**config.mk**
```make
export PLATFORM = sky130hd
export DESIGN_NAME = serial_rx_idle
export DESIGN_NICKNAME = d
export VERILOG_FILES = /design/src/rtl/serial_rx_pkg.sv /design/src/rtl/serial_rx_sync.sv /design/src/rtl/serial_rx_vote.sv /design/src/rtl/serial_rx_framer.sv /design/src/rtl/serial_rx_hold.sv /design/src/rtl/serial_rx_idle.sv
export SDC_FILE = /design/constraint.sdc
export NUM_CORES = 1
export LEC_CHECK = 0
export ABC_AREA = 0
export BUFFER_PORTS_ARGS = -buffer_cell sky130_fd_sc_hd__buf_2
export CAP_MARGIN = 30
export CORE_UTILIZATION = 56
export CTS_CLUSTER_SIZE = 28
export DETAILED_ROUTE_END_ITERATION = 16
export GPL_TIMING_DRIVEN = 1
export HOLD_SLACK_MARGIN = 0.03
export PLACE_DENSITY = 0.76
export SLEW_MARGIN = 20
export SYNTH_ARGS = -nofsm -noshare
export SYNTH_HDL_FRONTEND = slang
export SYNTH_SLANG_ARGS = --single-unit
```
**constraint.sdc**
```tcl
create_clock -name clk -period 3.6 [get_ports clk]
set_clock_uncertainty 0.2 [all_clocks]
set_input_delay 0.72 -clock clk [delete_from_list [all_inputs] [get_ports clk]]
set_output_delay 0.72 -clock clk [all_outputs]
set_load 0.005 [all_outputs]
```
**src/rtl/serial_rx_pkg.sv**
```systemverilog
package serial_rx_pkg;

   typedef enum logic [2:0] {
      ST_IDLE,
      ST_QUAL,
      ST_DATA,
      ST_STOP,
      ST_GUARD
   } rx_state_e;

   function automatic logic maj3(input logic a, input logic b, input logic c);
      return (a & b) | (a & c) | (b & c);
   endfunction

endpackage

```
**src/rtl/serial_rx_sync.sv**
```systemverilog
module serial_rx_sync #(
   parameter int STAGES = 2
) (
   input  logic clk,
   input  logic rst_n,
   input  logic d_i,
   output logic q_o
);

   logic [STAGES-1:0] chain;

   genvar gi;
   generate
      for (gi = 0; gi < STAGES; gi++) begin : g_stage
         if (gi == 0) begin : g_first
            always_ff @(posedge clk or negedge rst_n) begin
               if (!rst_n) chain[0] <= 1'b1;
               else        chain[0] <= d_i;
            end
         end else begin : g_next
            always_ff @(posedge clk or negedge rst_n) begin
               if (!rst_n) chain[gi] <= 1'b1;
               else        chain[gi] <= chain[gi-1];
            end
         end
      end
   endgenerate

   assign q_o = chain[STAGES-1];

endmodule

```
**src/rtl/serial_rx_vote.sv**
```systemverilog
module serial_rx_vote (
   input  logic clk,
   input  logic rst_n,
   input  logic grab_i,
   input  logic s_i,
   output logic maj_o
);
   import serial_rx_pkg::*;

   logic [1:0] hist;

   always_ff @(posedge clk or negedge rst_n) begin
      if (!rst_n)      hist <= 2'b11;
      else if (grab_i) hist <= {hist[0], s_i};
   end

   // third sample is the live one on the deciding strobe
   assign maj_o = maj3(hist[1], hist[0], s_i);

endmodule

```
**src/rtl/serial_rx_framer.sv**
```systemverilog
module serial_rx_framer #(
   parameter int OVS    = 16,
   parameter int DATA_W = 8
) (
   input  logic              clk,
   input  logic              rst_n,
   input  logic              run_i,
   input  logic              tick_i,
   input  logic              rx_s_i,
   output logic              idle_o,
   output logic              done_o,
   output logic [DATA_W-1:0] frame_o,
   output logic              stop_ok_o
);
   import serial_rx_pkg::*;

   localparam int PH_W  = $clog2(OVS);
   localparam int MID   = OVS / 2;
   localparam int GUARD = OVS / 8;
   localparam int GC_W  = (GUARD > 1) ? $clog2(GUARD) : 1;
   localparam int BC_W  = (DATA_W > 1) ? $clog2(DATA_W) : 1;

   rx_state_e         state;
   logic [PH_W-1:0]   phase;
   logic [BC_W-1:0]   bitc;
   logic [GC_W-1:0]   gcnt;
   logic              last;
   logic [DATA_W-1:0] shreg;
   logic              maj;
   logic              grab;
   logic              decide_pt;
   logic              in_frame;

   assign in_frame  = (state == ST_QUAL) || (state == ST_DATA) || (state == ST_STOP);
   assign decide_pt = (phase == PH_W'(MID + 1));
   assign grab      = tick_i && in_frame &&
                      ((phase == PH_W'(MID - 1)) || (phase == PH_W'(MID)));

   serial_rx_vote u_vote (
      .clk    (clk),
      .rst_n  (rst_n),
      .grab_i (grab),
      .s_i    (rx_s_i),
      .maj_o  (maj)
   );

   always_ff @(posedge clk or negedge rst_n) begin
      if (!rst_n) begin
         state <= ST_IDLE;
         phase <= '0;
         bitc  <= '0;
         gcnt  <= '0;
         last  <= 1'b1;
         shreg <= '0;
      end else begin
         if (tick_i) last <= rx_s_i;
         if (!run_i) begin
            state <= ST_IDLE;
            phase <= '0;
            bitc  <= '0;
            gcnt  <= '0;
         end else if (tick_i) begin
            case (state)
               ST_IDLE: begin
                  if (!rx_s_i && last) begin
                     state <= ST_QUAL;
                     phase <= PH_W'(1);
                  end
               end
               ST_QUAL: begin
                  phase <= phase + 1'b1;
                  if (phase == PH_W'(1) && rx_s_i) begin
                     state <= ST_GUARD;
                     gcnt  <= '0;
                  end else if (decide_pt) begin
                     if (maj) begin
                        state <= ST_GUARD;
                        gcnt  <= '0;
                     end else begin
                        state <= ST_DATA;
                        bitc  <= '0;
                     end
                  end
               end
               ST_DATA: begin
                  phase <= phase + 1'b1;
                  if (decide_pt) begin
                     shreg <= {maj, shreg[DATA_W-1:1]};
                     if (bitc == BC_W'(DATA_W - 1)) state <= ST_STOP;
                     else                           bitc  <= bitc + 1'b1;
                  end
               end
               ST_STOP: begin
                  phase <= phase + 1'b1;
                  if (decide_pt) state <= ST_IDLE;
               end
               ST_GUARD: begin
                  if (gcnt == GC_W'(GUARD - 1)) state <= ST_IDLE;
                  else                          gcnt  <= gcnt + 1'b1;
               end
               default: state <= ST_IDLE;
            endcase
         end
      end
   end

   assign idle_o    = (state == ST_IDLE);
   assign done_o    = run_i && tick_i && (state == ST_STOP) && decide_pt;
   assign frame_o   = shreg;
   assign stop_ok_o = maj;

endmodule

```
**src/rtl/serial_rx_hold.sv**
```systemverilog
module serial_rx_hold #(
   parameter int DATA_W = 8
) (
   input  logic              clk,
   input  logic              rst_n,
   input  logic              ser_en_i,
   input  logic              rx_en_i,
   input  logic              rd_i,
   input  logic              done_i,
   input  logic [DATA_W-1:0] frame_i,
   input  logic              stop_ok_i,
   output logic [DATA_W-1:0] data_o,
   output logic              ready_o,
   output logic              overrun_o,
   output logic              frame_err_o
);

   logic blocked;
   logic load;

   assign blocked = ready_o && !rd_i;
   assign load    = done_i && !overrun_o && !blocked;

   always_ff @(posedge clk or negedge rst_n) begin
      if (!rst_n) begin
         data_o      <= '0;
         ready_o     <= 1'b0;
         overrun_o   <= 1'b0;
         frame_err_o <= 1'b0;
      end else begin
         if (!rx_en_i)               overrun_o <= 1'b0;
         else if (done_i && blocked) overrun_o <= 1'b1;

         if (!ser_en_i) begin
            ready_o <= 1'b0;
         end else if (load) begin
            ready_o     <= 1'b1;
            data_o      <= frame_i;
            frame_err_o <= !stop_ok_i;
         end else if (rd_i) begin
            ready_o <= 1'b0;
         end
      end
   end

endmodule

```
**src/rtl/serial_rx_idle.sv**
```systemverilog
module serial_rx_idle #(
   parameter int OVS         = 16,
   parameter int DATA_W      = 8,
   parameter int SYNC_STAGES = 2
) (
   input  logic              clk,
   input  logic              rst_n,
   input  logic              rx_i,
   input  logic              tick_i,
   input  logic              ser_en_i,
   input  logic              rx_en_i,
   input  logic              rd_i,
   output logic [DATA_W-1:0] data_o,
   output logic              ready_o,
   output logic              idle_o,
   output logic              overrun_o,
   output logic              frame_err_o
);

   generate
      if (OVS < 16 || (OVS & (OVS - 1)) != 0) begin : g_bad_ovs
         $error("OVS must be a power of two no smaller than 16");
      end
      if (DATA_W < 2) begin : g_bad_width
         $error("DATA_W must be at least 2");
      end
      if (SYNC_STAGES < 2) begin : g_bad_sync
         $error("SYNC_STAGES must be at least 2");
      end
   endgenerate

   logic              rx_s;
   logic              run;
   logic              done;
   logic [DATA_W-1:0] frame;
   logic              stop_ok;

   assign run = ser_en_i && rx_en_i;

   serial_rx_sync #(.STAGES(SYNC_STAGES)) u_sync (
      .clk   (clk),
      .rst_n (rst_n),
      .d_i   (rx_i),
      .q_o   (rx_s)
   );

   serial_rx_framer #(.OVS(OVS), .DATA_W(DATA_W)) u_framer (
      .clk       (clk),
      .rst_n     (rst_n),
      .run_i     (run),
      .tick_i    (tick_i),
      .rx_s_i    (rx_s),
      .idle_o    (idle_o),
      .done_o    (done),
      .frame_o   (frame),
      .stop_ok_o (stop_ok)
   );

   serial_rx_hold #(.DATA_W(DATA_W)) u_hold (
      .clk         (clk),
      .rst_n       (rst_n),
      .ser_en_i    (ser_en_i),
      .rx_en_i     (rx_en_i),
      .rd_i        (rd_i),
      .done_i      (done),
      .frame_i     (frame),
      .stop_ok_i   (stop_ok),
      .data_o      (data_o),
      .ready_o     (ready_o),
      .overrun_o   (overrun_o),
      .frame_err_o (frame_err_o)
   );

endmodule

```
=== Word-level counts from Yosys, hierarchy flattened ===
Index checks and enable logic that the tools add are counted.

* Memory bits (read-only): 0
* Bits in writable memories: 0
* Register bits: 35
* Logic and storage cells: 110
* Latch bits: 0
* Memories: 0

* Divide/modulo/power cells: 0
* Reduce and logical (&&, ||, !) cells: 28
* Multiply operators: 0
* Add/sub/neg operators: 3
* Equal/unequal tests: 26
* Order comparisons: 0
* Multiplexer cells: 35
* Shift operators: 0
* Bitwise logic cells: 5

{| class="wikitable"
|+ Operators with widths
! operator !! number
|-
| $mux 3 || 17
|-
| $ne 3x3->1 const B || 12
|-
| $pmux 3 s5 || 1
|-
| $reduce_and 7->1 || 2
|-
| $logic_and 1x1->1 || 12
|-
| $mux 4 || 3
|-
| $mux 1 || 11
|-
| $eq 4x4->1 const B || 2
|-
| $ne 4x4->1 const B || 2
|-
| $pmux 4 s2 || 1
|-
| $reduce_and 4->1 || 2
|-
| $eq 3x2->1 const B || 2
|-
| $eq 3x3->1 const B || 2
|-
| $pmux 3 s2 || 1
|-
| $logic_not 1->1 || 5
|-
| $add 4x1->4 const B || 1
|-
| $eq 4x1->1 const B || 1
|-
| $eq 4x3->1 const B || 1
|-
| $add 3x1->3 const B || 1
|-
| $and 1x1->1 || 3
|-
| $eq 3x1->1 const B || 1
|-
| $logic_not 3->1 || 1
|-
| $logic_or 1x1->1 || 3
|-
| $ne 3x1->1 const B || 1
|-
| other kinds (8) || 9
|}

=== Longest topological paths before layout ===
Gate-level depths: netlist (run 1).

* Depth after elaboration: 9
* Gate-level depth with buffers: 7
* Depth with buffers taken out: 7

=== Modules after synthesis ===
From an unflattened synthesis (run 1), not the netlist that was laid out.

* Cell total of the unflattened synthesis: 156
* Area total of the unflattened synthesis: 1861.8 µm²

{| class="wikitable"
|+ Modules (own cells, without submodules)
! module !! area an instance (µm²) !! cells each !! times used
|-
| serial_rx_framer || 1246.2 || 119 || 1
|-
| serial_rx_hold || 470.5 || 29 || 1
|-
| serial_rx_vote || 86.3 || 5 || 1
|-
| serial_rx_sync || 52.6 || 2 || 1
|-
| serial_rx_idle || 6.3 || 1 || 1
|}

=== Worst setup path before layout (run 1) ===
No wires, ideal clock.

* Kind: input to register
* Start: in rx_en_i
* End: reg u_hold.data_o[0]
* Data required time: 3.275 ns
* Slack: 1.424 ns
* Stages: 6
* Data arrival time: 1.851 ns
* Setup time: 0.125 ns
* Path through: nand2_1 -> nor3_4 -> nand4_2 -> nor4bb_2 -> buf_6 -> mux2_4

* Cells in the longest elaborated chain, start to end: 7

{| class="wikitable"
|+ Ends and longest elaborated chain
! element !! line !! RTL
|-
| from (decl) || serial_rx_idle.sv:11 || <nowiki>input logic rx_en_i,</nowiki>
|-
| $logic_and 1x1->1 || serial_rx_idle.sv:38 || <nowiki>assign run = ser_en_i && rx_en_i;</nowiki>
|-
| $logic_and 1x1->1 (3 in a row) || serial_rx_framer.sv:108 || <nowiki>assign done_o = run_i && tick_i && (state == ST_STOP) && decide_pt;</nowiki>
|-
| $logic_and 1x1->1 (2 in a row) || serial_rx_hold.sv:22 || <nowiki>assign load = done_i && !overrun_o && !blocked;</nowiki>
|-
| $reduce_and 2->1 (no line) || n/a ||
|-
| to (signal assigned) || serial_rx_hold.sv:38 || <nowiki>data_o <= frame_i;</nowiki>
|-
| to (decl) || serial_rx_hold.sv:12 || <nowiki>output logic [DATA_W-1:0] data_o,</nowiki>
|}

Every way passes these cells.
A chain may end at the register's enable or synchronous reset.

=== Worst setup path after layout (run 1) ===
* Start: reg u_framer.phase[1]
* End: reg u_hold.data_o[6]

* Cells in the longest elaborated chain, start to end: 5

{| class="wikitable"
|+ Ends and longest elaborated chain
! element !! line !! RTL
|-
| from (decl) || serial_rx_framer.sv:24 || <nowiki>logic [PH_W-1:0] phase;</nowiki>
|-
| from (signal assigned) || serial_rx_framer.sv:71 || <nowiki>phase <= phase + 1'b1;</nowiki>
|-
| from (signal assigned) || serial_rx_framer.sv:86 || <nowiki>phase <= phase + 1'b1;</nowiki>
|-
| from (signal assigned) || serial_rx_framer.sv:94 || <nowiki>phase <= phase + 1'b1;</nowiki>
|-
| $eq 4x4->1 || serial_rx_framer.sv:35 || <nowiki>assign decide_pt = (phase == PH_W'(MID + 1));</nowiki>
|-
| $logic_and 1x1->1 || serial_rx_framer.sv:108 ||
|-
| $logic_and 1x1->1 (2 in a row) || serial_rx_hold.sv:22 ||
|-
| $reduce_and 2->1 (no line) || n/a ||
|}

Every way passes these cells.

==> results of run 1 <==
-- stage by stage --
step | cell area (sq um) | cells | utilization | power, W | hold WS (ps)
floorplan | 1800 | 157 | - | 0.000457 | 145
global placement | 1910 | 214 | 0.626 | 0.000476 | 147
detailed placement | 1910 | 214 | 0.626 | 0.000478 | 148
CTS | 1970 | 222 | 0.645 | 0.000693 | 165
global route | 1970 | 222 | 0.645 | 0.000722 | 172
finish | 1970 | 222 | 0.645 | 0.000685 | 163
-- placed cells by master (no fill, tap or decap), types with 4 or more instances in the layout --
cell,count
sky130_fd_sc_hd__clkbuf_4,5
sky130_fd_sc_hd__inv_1,6
sky130_fd_sc_hd__ha_1,5
sky130_fd_sc_hd__mux2_4,8
sky130_fd_sc_hd__mux2i_1,4
sky130_fd_sc_hd__mux2_2,12
sky130_fd_sc_hd__nor2_1,8
sky130_fd_sc_hd__nand2_1,12
sky130_fd_sc_hd__dfstp_2,5
sky130_fd_sc_hd__buf_2,18
sky130_fd_sc_hd__o21ai_0,11
sky130_fd_sc_hd__nor3_1,4
sky130_fd_sc_hd__dfrtp_1,30
-- synthesized netlist by cell type (2+ instances only) --
cell	n	area, sq um
sky130_fd_sc_hd__o22ai_1	2	12.5
sky130_fd_sc_hd__nor3_1	4	20.0
sky130_fd_sc_hd__mux2i_1	4	40.0
sky130_fd_sc_hd__dfstp_2	5	131
sky130_fd_sc_hd__a31oi_1	3	18.8
sky130_fd_sc_hd__nor2b_1	3	18.8
sky130_fd_sc_hd__mux2_2	12	135
sky130_fd_sc_hd__a21oi_1	3	15.0
sky130_fd_sc_hd__dfrtp_1	30	751
sky130_fd_sc_hd__o21ai_0	11	55.1
sky130_fd_sc_hd__buf_2	4	20.0
sky130_fd_sc_hd__nand3_1	2	10.0
sky130_fd_sc_hd__inv_1	6	22.5
sky130_fd_sc_hd__a211oi_1	2	15.0
sky130_fd_sc_hd__nor4_1	2	12.5
sky130_fd_sc_hd__nor2_1	8	30.0
sky130_fd_sc_hd__mux2_4	8	120
sky130_fd_sc_hd__nand2b_1	3	18.8
sky130_fd_sc_hd__nand2_1	12	45.0
sky130_fd_sc_hd__ha_1	5	62.6
sky130_fd_sc_hd__nand4_1	3	18.8
-- worst reg2reg max path, stage by stage, from the launching register on --
cell,delay (ps)
sky130_fd_sc_hd__dfrtp_1,450
sky130_fd_sc_hd__inv_1,100
sky130_fd_sc_hd__ha_1,190
sky130_fd_sc_hd__and3b_2,270
sky130_fd_sc_hd__nand4_2,140
sky130_fd_sc_hd__nor4bb_2,280
sky130_fd_sc_hd__buf_4,260
sky130_fd_sc_hd__mux2_4,320
-- area by class of cell --
class	count	area, sq um	area share
Timing Repair Buffer	19	97.6	0.0496
Inverter	7	26.3	0.0133
Tap cell	44	55.1	0.0280
Multi-Input combinational cell	109	851	0.432
Sequential cell	35	882	0.448
Clock buffer	5	37.5	0.0191
Clock inverter	3	20.0	0.0102
-- cells by family (layout without fill, tap and decap cells) --
| family | Yosys count | count (layout) | share of synthesized area |
|---|---|---|---|
| compound gates | 28 | 28 | 0.100 |
| xor+xnor | 1 | 1 | 0.00487 |
| fa+ha+maj | 5 | 5 | 0.0348 |
| buf+inv | 13 | 34 | 0.0362 |
| flops | 35 | 35 | 0.491 |
| mux | 24 | 24 | 0.164 |
| simple gates | 51 | 51 | 0.169 |
-- final timing paths --
check | start | endpoint | slack [ps]
worst max register to register | u_framer.phase[1] | u_hold.data_o[6] | 1280
worst min register to register | u_sync.chain[0] | u_sync.q_o | 160
worst min-delay path | u_sync.chain[0] | u_sync.q_o | 160
max in group asynchronous | rst_n | u_framer.frame_o[4] | 2490
worst max-delay path | u_framer.phase[1] | u_hold.data_o[6] | 1280
min in group asynchronous | rst_n | u_framer.phase[2] | 230
-- power by group through the flow --
stage	Combinational, W	Clock [W]	Sequential [W]
after floorplan	0.0000450	0	0.000412
after global placement	0.0000596	0	0.000416
after detailed placement	0.0000609	0	0.000417
after CTS	0.0000613	0.000222	0.000409
after global routing	0.0000685	0.000242	0.000411
final	0.0000615	0.000213	0.000410
-- per-layer routing --
layer  up-vias  global-route usage  share of wire
li1        605                   -              -
met1       620               0.287           0.47
met2        33               0.338           0.47
met3         4              0.0659          0.044
met4         0              0.0850          0.011
met5         -                   0              0
-- flip-flops by register name (all words and copies together), names as in the netlist --
register              cells
u_framer.u_vote.hist      2
u_framer.gcnt             1
u_hold.frame_err_o        1
u_framer.bitc             3
u_framer.state            3
u_framer.last             1
u_sync.chain              1
u_framer.frame_o          8
u_hold.overrun_o          1
u_hold.ready_o            1
u_hold.data_o             8
u_sync.q_o                1
u_framer.phase            4
==> PnR_summary.wiki, run 1 <==
{| class="wikitable"
! Metric !! Value
|-
| Status || finished clean
|-
| R2R depth || 7
|-
| DR WL/cell || 14.8 um
|-
| Startpoint kind of the worst setup timing path || flop
|-
| Clock root buffer || sky130_fd_sc_hd__clkbuf_4
|-
| Maximum number of buffers from clock root to sink || 2
|-
| Share of synthesized registers carrying an async set or reset || 1.00
|-
| Number of synthesized register bits || 35
|-
| Final routed wirelength across all metal layers || 3290 um
|-
| Worst slew margin || 0.498
|-
| Worst min path class || reg2reg
|-
| Post-route worst setup slack || around 1300 ps
|-
| Final setup violation count || 0
|-
| Initial Util || 0.589
|-
| Global-route wire length before repair || 5480 um
|-
| Crit-path slowest cell || sky130_fd_sc_hd__dfrtp_1
|-
| Number of levels the H-tree was split into || 2
|-
| Net switching power of the design || 0.000188 W
|-
| Cell Chain, Critical Path || inv_1, ha_1, and3b_2, nand4_2, nor4bb_2, buf_4, mux2_4
|-
| Count of unique library cells instantiated by Yosys || 46
|-
| Power density relative to cell area || 348 nW/um^2
|-
| Port-buffer cells || 18
|-
| Worst setup EP type || flop
|-
| CTS hold repair buffers || 0
|-
| Final estimated routing congestion in global placement || roughly 0.86
|-
| TritonCTS clock tree || yes
|-
| Total of max-cap violations || 0
|-
| Ratio of final minimum period to clock period || 0.645
|-
| Number of placed I/O pins || 19
|-
| Largest net degree at the start of global routing || 36
|-
| Switching portion of total power || 0.274
|-
| Number of nets in the finished design || 189
|-
| Kind of critical path || reg2reg
|-
| Number of antenna cells inserted || 0
|-
| First-pass DRT Iterations || 4
|-
| Post-route minimum period || 2320 ps
|-
| Gr usage total || 0.218
|-
| Largest stage delay on the critical path || 450 ps
|-
| Overflow left after global routing || 0
|-
| Number of enable-type register cells in the synthesized netlist || 0
|-
| Register area share after synthesis || 0.491
|-
| Number of global-route vias before repair || approximately 1200
|-
| Max Clk Rate || approximately 430 MHz
|-
| Yosys warning total || 0
|-
| Worst-margin pin slew || 753 ps
|-
| Initial detailed-routing violation count || 35
|-
| Combinational group share of total power || 0.090
|-
| Insertion delay to the later sink of the worst-skew pair || 340 ps
|-
| Estimated wirelength of the detail-placed design || approximately 2300 um
|-
| Height of the die || 58.7 um
|-
| Unrepaired setup endpoints after global routing || no
|-
| Most used flip-flop cell after synthesis || sky130_fd_sc_hd__dfrtp_1
|-
| Routed via count || 1262
|-
| Area growth from synthesis to layout || 9.53%
|-
| Final Hold Violating Endpoints || 0
|-
| Clock transition at the register clock pins on the worst setup and hold paths after CTS || ~120 ps
|-
| Arrival time at the worst endpoint || 2360 ps
|-
| Antenna violations before repair || 0
|-
| Cell-internal power || 0.000497 W
|-
| Buffers plus inverters on the worst setup path || 2
|-
| Highest net fanout along the worst path || 9
|-
| Average cell area after synthesis || between 10 and 15 sq um
|-
| Clock share of power || 0.311
|-
| Number of fill cells in the layout || 270
|-
| Static Leakage || approximately 0.94 nW
|-
| Number of sinks handled by clock tree synthesis || 35
|-
| Post-CTS repair timing setup buffer count || 0
|-
| WP depth || 7
|-
| Maximum vdd drop || 234 uV
|-
| Via density || 5.68
|-
| Syn Inst Count || 157
|-
| Setup TNS || 0 ps
|-
| Horiz. Die Dim || between 50 and 60 um
|-
| Worst slack after detailed placement || 952 ps
|-
| Die Footprint || 3440 sq um
|-
| Resized Gates After CTS || 0
|-
| Hold Path Stages || 0
|-
| CTS Buf Count || 5
|-
| Data required time of the critical path || approximately 3600 ps
|-
| Number of nets with antenna violations after detailed routing || 0
|-
| Synthesized area || 1800 sq um
|-
| Total nets after synthesis || 169
|-
| Count of standard-cell rows || 20
|-
| Cell class contributing the biggest share of worst-path delay || simple AND/OR/NAND/NOR gates
|-
| Final slew viol count || 0
|-
| Final routed DRC violation total || 0
|-
| Register share of total power || 0.599
|-
| Fraction of layout instances using a drive strength above 1 || 0.337
|-
| Core outline area || 3050 sq um
|}
Power figures use the tool's default switching activity.
==> inputs of run 2 (changes only) <==
--- a/config.mk
+++ b/config.mk
@@ -8,12 +8,12 @@
 export ABC_AREA = 0
 export BUFFER_PORTS_ARGS = -buffer_cell sky130_fd_sc_hd__buf_2
 export CAP_MARGIN = 30
-export CORE_UTILIZATION = 56
+export CORE_UTILIZATION = 52
 export CTS_CLUSTER_SIZE = 28
 export DETAILED_ROUTE_END_ITERATION = 16
 export GPL_TIMING_DRIVEN = 1
 export HOLD_SLACK_MARGIN = 0.03
-export PLACE_DENSITY = 0.76
+export PLACE_DENSITY = 0.75
 export SLEW_MARGIN = 20
 export SYNTH_ARGS = -nofsm -noshare
 export SYNTH_HDL_FRONTEND = slang
==> constraint.sdc (replaced) <==
create_clock -name clk -period 2.1 [get_ports clk]
set_clock_uncertainty 0.2 [all_clocks]
set_input_delay 0.42 -clock clk [delete_from_list [all_inputs] [get_ports clk]]
set_output_delay 0.42 -clock clk [all_outputs]
set_load 0.005 [all_outputs]
==> PnR_summary.wiki, run 2 (synthesis results as in run 1) <==
{| class="wikitable"
! Metric !! Value
|-
| Height of the die || 60.8 um
|-
| Gr usage total || 0.244
|-
| Via density || 5.82
|-
| DR WL/cell || 15.5 um
|-
| Number of global-route vias before repair || 1411
|-
| Worst-margin pin slew || 752 ps
|-
| Area growth from synthesis to layout || 27.1%
|-
| CTS Buf Count || 5
|-
| Area of placed instances || 2070 sq um
|-
| Number of sinks handled by clock tree synthesis || 35
|-
| Overflow left after global routing || 0
|-
| Routed via count || 1449
|-
| TritonCTS clock tree || yes
|-
| Most frequent standard cell in the layout excluding fill and tap cells || sky130_fd_sc_hd__dfrtp_1
|-
| Estimated wirelength of the detail-placed design || 2600 um
|-
| Die Footprint || 3700 sq um
|-
| Unrepaired setup endpoints after global routing || yes
|-
| Total of max-cap violations || 0
|-
| Register share of total power || 0.483
|-
| Status || finished clean
|-
| Fin Hold WS || 164 ps
|-
| Fraction of layout instances using a drive strength above 1 || 0.444
|-
| Clock root buffer || sky130_fd_sc_hd__clkbuf_4
|-
| Number of placed I/O pins || 19
|-
| Source of the worst hold timing path || u_sync.chain[0]
|-
| Net switching power of the design || ~0.00033 W
|-
| Cell-internal power || around 0.0011 W
|-
| Power density relative to cell area || 637 nW/um^2
|-
| R2R depth || 7
|-
| Worst slew margin || 0.498
|-
| End of the worst hold path || u_sync.q_o
|-
| Worst r2r dst || u_framer.gcnt
|-
| Number of levels the H-tree was split into || 2
|-
| Number of nets in the finished design || 216
|-
| R2R setup slack || 8 ps
|-
| Placed cells || between 200 and 250
|-
| Combinational group share of total power || 0.101
|-
| Final routed wirelength across all metal layers || around 3900 um
|-
| Initial detailed-routing violation count || 123
|-
| Final setup violation count || 0
|-
| Insertion delay to the later sink of the worst-skew pair || 340 ps
|-
| Launching point of the worst reg2reg path || u_framer.phase[0]
|-
| Clock transition at the register clock pins on the worst setup and hold paths after CTS || 110 ps
|-
| Maximum vdd drop || 474 uV
|-
| Number of nets with antenna violations after detailed routing || 0
|-
| Kind of critical path || reg2reg
|-
| Leading cell types in the layout, fill and taps excluded || sky130_fd_sc_hd__dfrtp_1 (28), sky130_fd_sc_hd__buf_4 (24), sky130_fd_sc_hd__buf_2 (18)
|-
| Initial Util || 0.566
|-
| Final Hold Violating Endpoints || 0
|-
| Highest net fanout along the worst path || 3
|-
| Clock share of power || 0.416
|-
| Data required time of the critical path || around 2100 ps
|-
| Final estimated routing congestion in global placement || 0.907
|-
| Hold Path Stages || 0
|-
| Static Leakage || 1.10 nW
|-
| First-pass DRT Iterations || 4
|-
| Worst setup EP type || flop
|-
| Ratio of final minimum period to clock period || 0.996
|-
| Global-route wire length before repair || roughly 6400 um
|-
| Number of antenna cells inserted || 0
|-
| Largest net degree at the start of global routing || 36
|-
| Max Clk Rate || 478 MHz
|-
| Horiz. Die Dim || just over 60 um
|-
| Count of standard-cell rows || 20
|-
| Maximum number of buffers from clock root to sink || 2
|-
| Port-buffer cells || 18
|-
| Finished Layout Cells || 249
|-
| Worst min path class || reg2reg
|-
| Final design area excluding fillers || 2280 sq um
|-
| Switching portion of total power || 0.226
|-
| Startpoint kind of the worst setup timing path || flop
|-
| Arrival time at the worst endpoint || 2120 ps
|-
| Final routed DRC violation total || 0
|-
| Final slew viol count || 0
|-
| Core outline area || 3180 sq um
|-
| Post-route minimum period || 2090 ps
|-
| Antenna violations before repair || 0
|}
## run 2: changes by cell type in the layout (fill, tap and decap cells not counted), sizes merged
cell,delta
buf,+25
bufinv,+2
clkinvlp,-2
dlygate4sd3,+2
clkbuf,+1
clkinv,-1
## run 2: what timing repair did
action                                  4_1_cts  5_1_grt
pin swaps                                     3        2
endpoints found under the setup margin       10       11
hold buffers                                  2        0
gates resized for setup                       9        4
buffers inserted                              3        2
gates cloned                                  1        0
endpoints found under the hold margin        31        0
## run 2: power by group through the flow
stage / registers (W) / logic [W] / clock network (W)
3_5_place_dp: 0.000712 / 0.000133 / 0
5_1_grt: 0.000705 / 0.000164 / 0.000639
3_3_place_gp: 0.000712 / 0.000128 / 0
4_1_cts: 0.000701 / 0.000139 / 0.000609
6_report: 0.000703 / 0.000148 / 0.000605
2_1_floorplan: 0.000706 / 0.0000771 / 0
## run 2: worst max path at each step
stage	from	cells past startpoint	to	slack, ps
after floorplan	u_framer.phase[1]	7	u_hold.data_o[0]	10
after global placement	rx_en_i	7	u_hold.data_o[6]	20
after CTS	u_framer.phase[1]	7	u_hold.data_o[0]	-20
final	u_framer.phase[0]	7	u_framer.gcnt	8
after detailed placement	rx_en_i	7	u_hold.data_o[5]	-70
after global routing	u_framer.phase[1]	7	u_hold.data_o[7]	-60
## run 2: cell type report
cell class,instances,area (sq um)
Clock inverter,2,60.1
Clock buffer,6,41.3
Timing Repair Buffer,46,322
Sequential cell,35,885
Fill cell,221,893
Multi-Input combinational cell,109,896
Inverter,7,26.3
Tap cell,44,55.1
## run 2: metal layers
layer,vias up,GRT usage,part of all wire
li1,664,-,-
met1,700,0.313,0.44
met2,72,0.394,0.47
met3,13,0.0576,0.071
met4,0,0.107,0.025
met5,-,0,0
## run 2: critical path: stages (launching register included)
cell	delay, ps
sky130_fd_sc_hd__dfrtp_1	430
sky130_fd_sc_hd__ha_4	170
sky130_fd_sc_hd__buf_4	130
sky130_fd_sc_hd__nor3b_2	160
sky130_fd_sc_hd__buf_4	140
sky130_fd_sc_hd__a221oi_1	430
sky130_fd_sc_hd__o21ai_0	180
sky130_fd_sc_hd__o31ai_1	130
## run 2: stage by stage
step	worst slack (ps)	power [W]	TNS, ps	util
floorplan	10.8	0.000783	0	-
global placement	18.6	0.000840	0	0.650
detailed placement	-66.8	0.000845	-510	0.650
CTS	-15.4	0.00145	-45.4	0.709
global route	-59.7	0.00151	-333	0.719
finish	8.28	0.00146	0	0.719
